### src/rtl/spr_pkg.sv
package spr_pkg;
    localparam int STB_W   = 8;
    localparam int RSV_POS = 6;

    typedef enum logic [1:0] {
        PS_IDLE = 2'd0,
        PS_WAIT = 2'd1,
        PS_DONE = 2'd2
    } poll_st_e;

    typedef struct packed {
        logic [STB_W-2:0] bits;
        logic             rsv;
    } stb_reg_t;

    typedef struct packed {
        poll_st_e         st;
        logic             open;
        logic             ack;
        logic [STB_W-1:0] data;
    } poll_reg_t;
endpackage

### src/rtl/spr_status_reg.sv
module spr_status_reg
    import spr_pkg::*;
(
    input  logic             clk,
    input  logic             rst_n,
    input  logic             wr,
    input  logic [STB_W-1:0] wdata,
    input  logic             clr_old,
    input  logic             clr_all,
    output logic [STB_W-1:0] cur_byte
);
    stb_reg_t r_d, r_q;

    always_comb begin
        r_d = r_q;
        if (wr)
            r_d.bits = {wdata[STB_W-1:RSV_POS+1], wdata[RSV_POS-1:0]};
        if (clr_all)
            r_d.rsv = 1'b0;
        else
            r_d.rsv = (r_q.rsv & ~clr_old) | (wr & wdata[RSV_POS]);
    end

    always_ff @(posedge clk) begin
        if (!rst_n) r_q <= '0;
        else        r_q <= r_d;
    end

    assign cur_byte = {r_q.bits[STB_W-2:RSV_POS], r_q.rsv, r_q.bits[RSV_POS-1:0]};


    rsv_set_chk: assert property (@(posedge clk) disable iff (!rst_n)
        (wr && wdata[RSV_POS] && !clr_all) |=> cur_byte[RSV_POS]);


    rsv_fall_chk: assert property (@(posedge clk) disable iff (!rst_n)
        $fell(cur_byte[RSV_POS]) |-> $past(clr_old || clr_all));


    rsv_keep_chk: assert property (@(posedge clk) disable iff (!rst_n)
        (cur_byte[RSV_POS] && !clr_old && !clr_all) |=> cur_byte[RSV_POS]);
endmodule

### src/rtl/spr_poll_fsm.sv
module spr_poll_fsm
    import spr_pkg::*;
(
    input  logic             clk,
    input  logic             rst_n,
    input  logic             hold_poll,
    input  logic             poll_enter,
    input  logic             poll_exit,
    input  logic             byte_req,
    input  logic             host_wr,
    input  logic [STB_W-1:0] host_wdata,
    input  logic [STB_W-1:0] cur_byte,
    output logic             clr_old,
    output logic             clr_all,
    output logic             ack,
    output logic [STB_W-1:0] data,
    output logic             irq
);
    poll_reg_t        p_d, p_q;
    logic [STB_W-1:0] fresh;

    always_comb begin
        fresh          = host_wdata;
        fresh[RSV_POS] = host_wdata[RSV_POS] | cur_byte[RSV_POS];
    end

    always_comb begin
        p_d     = p_q;
        p_d.ack = 1'b0;
        clr_old = 1'b0;
        clr_all = 1'b0;
        if (poll_exit)       p_d.open = 1'b0;
        else if (poll_enter) p_d.open = 1'b1;

        unique case (p_q.st)
            PS_IDLE: begin
                if (p_q.open && !poll_exit && byte_req) begin
                    if (hold_poll) begin
                        p_d.st = PS_WAIT;
                    end else begin
                        p_d.ack  = 1'b1;
                        p_d.data = cur_byte;
                        clr_old  = cur_byte[RSV_POS];
                        p_d.st   = PS_DONE;
                    end
                end
            end
            PS_WAIT: begin
                if (!p_q.open || poll_exit || !byte_req) begin
                    p_d.st = PS_IDLE;
                end else if (host_wr) begin
                    p_d.ack  = 1'b1;
                    p_d.data = fresh;
                    clr_all  = fresh[RSV_POS];
                    p_d.st   = PS_DONE;
                end
            end
            PS_DONE: begin
                if (!byte_req) p_d.st = PS_IDLE;
            end
            default: p_d.st = PS_IDLE;
        endcase
    end

    always_ff @(posedge clk) begin
        if (!rst_n) p_q <= '{st: PS_IDLE, open: 1'b0, ack: 1'b0, data: '0};
        else        p_q <= p_d;
    end

    assign ack  = p_q.ack;
    assign data = p_q.data;
    assign irq  = (p_q.st == PS_WAIT);


    ack_pulse_chk: assert property (@(posedge clk) disable iff (!rst_n)
        ack |=> !ack);


    ack_window_chk: assert property (@(posedge clk) disable iff (!rst_n)
        $rose(ack) |-> $past(byte_req) && $past(p_q.open));


    hold_noack_chk: assert property (@(posedge clk) disable iff (!rst_n)
        (irq && !host_wr) |=> !ack);


    exit_irq_chk: assert property (@(posedge clk) disable iff (!rst_n)
        poll_exit |=> !irq && !ack);
endmodule

### src/rtl/spr_responder.sv
module spr_responder
    import spr_pkg::*;
(
    input  logic       clk,
    input  logic       rst_n,
    input  logic       host_wr,
    input  logic [7:0] host_wdata,
    input  logic       hold_poll,
    input  logic       poll_enter,
    input  logic       poll_exit,
    input  logic       byte_req,
    output logic       byte_ack,
    output logic [7:0] byte_out,
    output logic       srq,
    output logic       poll_irq
);
    logic [STB_W-1:0] cur_byte;
    logic             clr_old, clr_all;

    spr_status_reg u_stb (
        .clk      (clk),
        .rst_n    (rst_n),
        .wr       (host_wr),
        .wdata    (host_wdata),
        .clr_old  (clr_old),
        .clr_all  (clr_all),
        .cur_byte (cur_byte)
    );

    spr_poll_fsm u_fsm (
        .clk        (clk),
        .rst_n      (rst_n),
        .hold_poll  (hold_poll),
        .poll_enter (poll_enter),
        .poll_exit  (poll_exit),
        .byte_req   (byte_req),
        .host_wr    (host_wr),
        .host_wdata (host_wdata),
        .cur_byte   (cur_byte),
        .clr_old    (clr_old),
        .clr_all    (clr_all),
        .ack        (byte_ack),
        .data       (byte_out),
        .irq        (poll_irq)
    );

    assign srq = cur_byte[RSV_POS];


    srq_drop_chk: assert property (@(posedge clk) disable iff (!rst_n)
        (byte_ack && byte_out[RSV_POS] && !host_wr) |-> !srq);
endmodule

### config.mk
export PLATFORM = sky130hd
export DESIGN_NAME = spr_responder
export DESIGN_NICKNAME = d
export VERILOG_FILES = /design/src/rtl/spr_pkg.sv /design/src/rtl/spr_status_reg.sv /design/src/rtl/spr_poll_fsm.sv /design/src/rtl/spr_responder.sv
export SDC_FILE = /design/constraint.sdc
export NUM_CORES = 1
export LEC_CHECK = 0
export ABC_AREA = 0
export CORE_MARGIN = 4
export CORE_UTILIZATION = 60
export CTS_BUF_LIST = sky130_fd_sc_hd__clkbuf_8 sky130_fd_sc_hd__clkbuf_16
export DETAILED_ROUTE_END_ITERATION = 12
export DONT_BUFFER_PORTS = 1
export PLACE_DENSITY_LB_ADDON = 0.08
export SYNTH_ARGS = -nofsm -noshare
export SYNTH_HDL_FRONTEND = slang
export SYNTH_SLANG_ARGS = --single-unit
### constraint.sdc
create_clock -name clk -period 3.6 [get_ports clk]
set_input_delay 0.72 -clock clk [delete_from_list [all_inputs] [get_ports clk]]
set_output_delay 0.72 -clock clk [all_outputs]
set_load 0.005 [all_outputs]
# Word level (Yosys, flattened, before mapping)
# Index checks and enable logic that the tools add are counted.
# classes
bitwise_logic,6
reduce_logical,13
muxes,17
eq_ne,8
# op_table
op,count
9-bit 2-to-1 mux,4
9-bit one-hot mux with 2 select lines,1
2-bit 2-to-1 mux,5
"2-bit inequality test, second input constant",4
1-bit 2-to-1 mux,6
2-bit one-hot mux with 3 select lines,1
5-bit AND reduction,1
2-bit OR reduction,2
1-bit logical NOT,3
"3-bit by 2-bit inequality test with 1-bit output, second input constant",1
3-bit AND reduction,1
1-bit AND,2
"2-bit by 1-bit equality test with 1-bit output, second input constant",1
"2-bit equality test, second input constant",1
1-bit logical AND,2
2-bit logical NOT,1
1-bit logical OR,2
"2-bit by 1-bit inequality test with 1-bit output, second input constant",1
1-bit NOT,2
1-bit bitwise OR,2
2-bit nonzero test,1
# totals
out_inout_bits,11
regBits,20

# Logic depth before layout (Yosys ltp)
# depth
ltp_word,8
depth_mapped,4
mapped_depth_nobuf,3

# Modules after synthesis
# From an unflattened synthesis, not the netlist that was laid out.
# hier_totals
hier_cells,95
hier_area_um2,963.4
# by_module_without_submodules
mod,cells_each,instances,area_per_inst_um2,seq_area_each_um2
spr_poll_fsm,68,1,656.9,240.2
spr_status_reg,27,1,306.5,160.2

# Worst setup path after synthesis
# OpenSTA, ideal clock, no wires.
# synth_timing
kind,input -> register
startpoint,input port host_wr
endpoint,register u_fsm.p_q[10] (netlist name)
t_arrival_ps,1424
path_stages,4
setup_slack_ps,2085
cell_sequence,buf_2 > buf_4 > nand4b_1 > a311oi_1
# synth_via
elab_chain_len,2
# synth_rtl
element,line_no,rtl
"start, declared",spr_responder.sv:6,"input logic host_wr,"
3-bit by 2-bit inequality test with 1-bit output (no source line),--,
3-bit AND reduction (no source line),--,
"end signal, assigned",spr_poll_fsm.sv:66,"if (!rst_n) p_q <= '{st: PS_IDLE, open: 1'b0, ack: 1'b0, data: '0};"
"end signal, assigned",spr_poll_fsm.sv:67,else p_q <= p_d;
"end, declared",spr_poll_fsm.sv:19,"poll_reg_t p_d, p_q;"
# Every way passes these cells.
# A chain may end at the register's enable or synchronous reset.

# Worst setup path after layout
# layout_timing
startpoint,register u_fsm.p_q[10] (netlist name)
endpoint,output port poll_irq
# layout_via
elab_chain_len,1
# layout_rtl
element,line_no,rtl
2-bit by 1-bit equality test with 1-bit output,spr_poll_fsm.sv:72,assign irq = (p_q.st == PS_WAIT);
"end, declared",spr_responder.sv:15,output logic poll_irq
# Every way passes these cells.

==> impl_results.md <==
* Total power at 428.2 uW
* Cell Rows at 14
* CTS Root Cell: clkbuf_8
* Worst min path class: flop to flop
* Number of flops mapped to enable cells by yosys at 0
* TritonRoute pass-1 iters at 4
* Worst EP arrival at 1.27 ns
* Reg2reg end: u_fsm.data[7]$_SDFFE_PN0P_
* Largest net degree at the start of global routing at 26
* Dominant cell type by area after synthesis: dfxtp_1
* Post-DP HPWL at 1307 um
* Post-synth ARST share at 0%
* Critical path cell sequence: and2b_1
* CTS H-tree lvls at 1
* Port bufs at 0
* Post-synthesis sequential area ratio at 38.98%
* Comb power frac at 5.8%
* FF-to-FF Start: u_fsm.p_q[10]$_SDFFE_PN0P_
* DR iter-0 viols at 12
* Synthesized area per cell at 9.172 um2
* Synth Warn # at 0
* Worst Hold Depth at 2
* TritonCTS Sinks at 20
* CP delay by family, top: flip-flops
* Die area at 0.002438 mm2
* Ys flop type: dfxtp_1
* Final hold violation count at 0
* Routed vias/inst at 6.287
* Vias in the first global route at 633
* Core area at 0.001559 mm2
* Area growth syn-to-layout at -3.776%
* Commonest non-fill, non-tap cell in the layout: dfxtp_1
* TNS Setup at 0 ns
* Worst-Margin Slew at 0.6864 ns
* Layout cell share with drive strength beyond 1 at 5.051%
* Maxcap violations at 0
* Initial core utilization at 65.89%
* CP Data Required Time at 2.88 ns
* Antenna cells at 0
* Clk_skew at 0.004223 ns
* Synth area leaders: dfxtp_1, o211a_1, buf_4, and3b_1, mux2i_1
* Power Internal at 340.1 uW
* Ports at 26
* Crit-path max FO at 25
* Clk_lat worst skew at 0.25 ns
* Fillers at 141
* Status: finished clean
* Worst hold slack at 0.4989 ns
* # Post-CTS Setup Buffers at 0
* Number of distinct library cells after synthesis at 27
* P per Cell Area at 433.2 mW/mm2
* Aggregate global routing overflow at 0
* Die Ht at 49.38 um
* DRT antenna net count at 0
* Finished Layout Cells at 115
* Most frequent cells in the layout: dfxtp_1, nor2_1, nor3_1, o21ai_0
* Final setup margin at 1.610 ns
* Number of CTS-inserted buffers at 3
* Final setup violation count at 0
* Hold Crit Endpoint: u_stb.cur_byte[3]$_SDFFE_PN0P_
* Slew headroom at 54.17%
* Nets@finish at 115
* Place WS at 1.756 ns
* CTS tree: done
* WL/cell at 16.32 um
* Tmin final at 1.990 ns
* Sw Share at 20.57%
* Fmax at 502.5 MHz
* Leakage power figure at 0.0005093 uW
* Startpoint types: flop
* Hold Path Origin: u_stb.cur_byte[3]$_SDFFE_PN0P_
* DR vias at 723
* Gr usage total at 16.33%
* Worst r2r path cells at 3
* Initial antenna violation count at 0
* WL final at 1877 um
* Max rail drop VDD at 0.2701 mV
* Post-CTS Resized at 0
* Clock slew at reported path FFs at 0.07 ns
* GPL Wtd Cong at 0.7523
* Yosys top cell area share at 38.98%
* CP max stage cell: dfxtp_1
* Share of total power in the clock network at 39.1%
* Synthesized instance count at 112
* Dpl cells at 111
* CTS Buffer Depth at 2
* First-pass GRT wire length at 3084 um
* R2r setup slk at 1.98 ns
* WP buf/inv at 0
* Syn nets at 127
* Crit end category: output port
* Flop pwr share at 55.1%
* CP peak stage delay at 0.76 ns
* Hold_buf cts at 0
* Post-route DRC at 0
* Die Span X at 49.38 um
* Slew Limit Fails at 0
* FF+latch count, synth at 20
* Switching power at 88.06 uW
* RSZ-0062 raised after global routing: no
* Cell Area, Synth at 0.001027 mm2
* Critical path type: flop to output port
* Final Cycle Share at 55.28%
-- kinds of logic after synthesis --
logic type / count (synthesis) / share of synthesized area [%]
compound gates: 24 / 17.30
buf+inv: 18 / 11.45
flops: 20 / 38.98
mux: 7 / 6.821
simple gates: 43 / 25.46
-- per-stage QoR --
stage	util (%)	instance area, um2
finish	63.40	988.4
global route	63.40	988.4
CTS	63.40	988.4
detailed placement	59.87	933.4
global placement	59.87	933.4
floorplan	-	1027
-- worst reg2reg max path, stage by stage, from the launching register on --
cell and delay [ns]:
dfxtp_1 0.76, nand2b_1 0.21, and3_1 0.31, o211a_1 0.23
-- synthesized netlist by cell type, drive strengths merged (3+ instances only) --
cell type and number:
mux2i 7, nor2 11, and3b 8, o211a 8, nor3 10, a21oi 3, dfxtp 20, o21ai 9
buf 15
-- power by group through the flow --
stage / Clock, uW / Sequential, uW / Combinational [uW]
CTS: 173 / 236 / 24.8
floorplan: 0 / 238 / 32.3
global route: 184 / 237 / 28.6
detailed placement: 0 / 241 / 24.7
global placement: 0 / 241 / 24.2
finish: 168 / 236 / 24.7
-- how the worst max path moves through the flow --
stage	startpoint	end	slack, ns	depth (start not counted)
after global placement	poll_exit	u_fsm.data[6]$_SDFFE_PN0P_	1.78	3
after global routing	u_fsm.p_q[10]$_SDFFE_PN0P_	poll_irq	1.52	1
final	u_fsm.p_q[10]$_SDFFE_PN0P_	poll_irq	1.61	1
after floorplan	host_wr	u_fsm.p_q[10]$_SDFFE_PN0P_	2.09	4
after CTS	u_fsm.p_q[10]$_SDFFE_PN0P_	poll_irq	1.63	1
after detailed placement	poll_exit	u_fsm.data[6]$_SDFFE_PN0P_	1.76	3
-- routing by layer --
metal / share of wire (%) / track usage, %
met2: 40 / 20.98
met4: 0.64 / 8.295
met5: 0 / 0
met3: 8.8 / 5.505
met1: 51 / 23.52
-- cell type report --
cell class / count / area (um2) / area share (%)
multi-input cells: 74 / 509.2 / 51.52
well taps: 16 / 20.02 / 2.025
flip-flops and latches: 20 / 400.4 / 40.51
inverters: 1 / 3.754 / 0.3797
clock buffers: 4 / 55.05 / 5.570
-- registers in the layout (all words and copies together) (netlist names) --
register,cells
u_stb.cur_byte,8
u_fsm.data,8
u_fsm.p_q,3
u_fsm.ack,1
(Power assumes the default switching activity.)
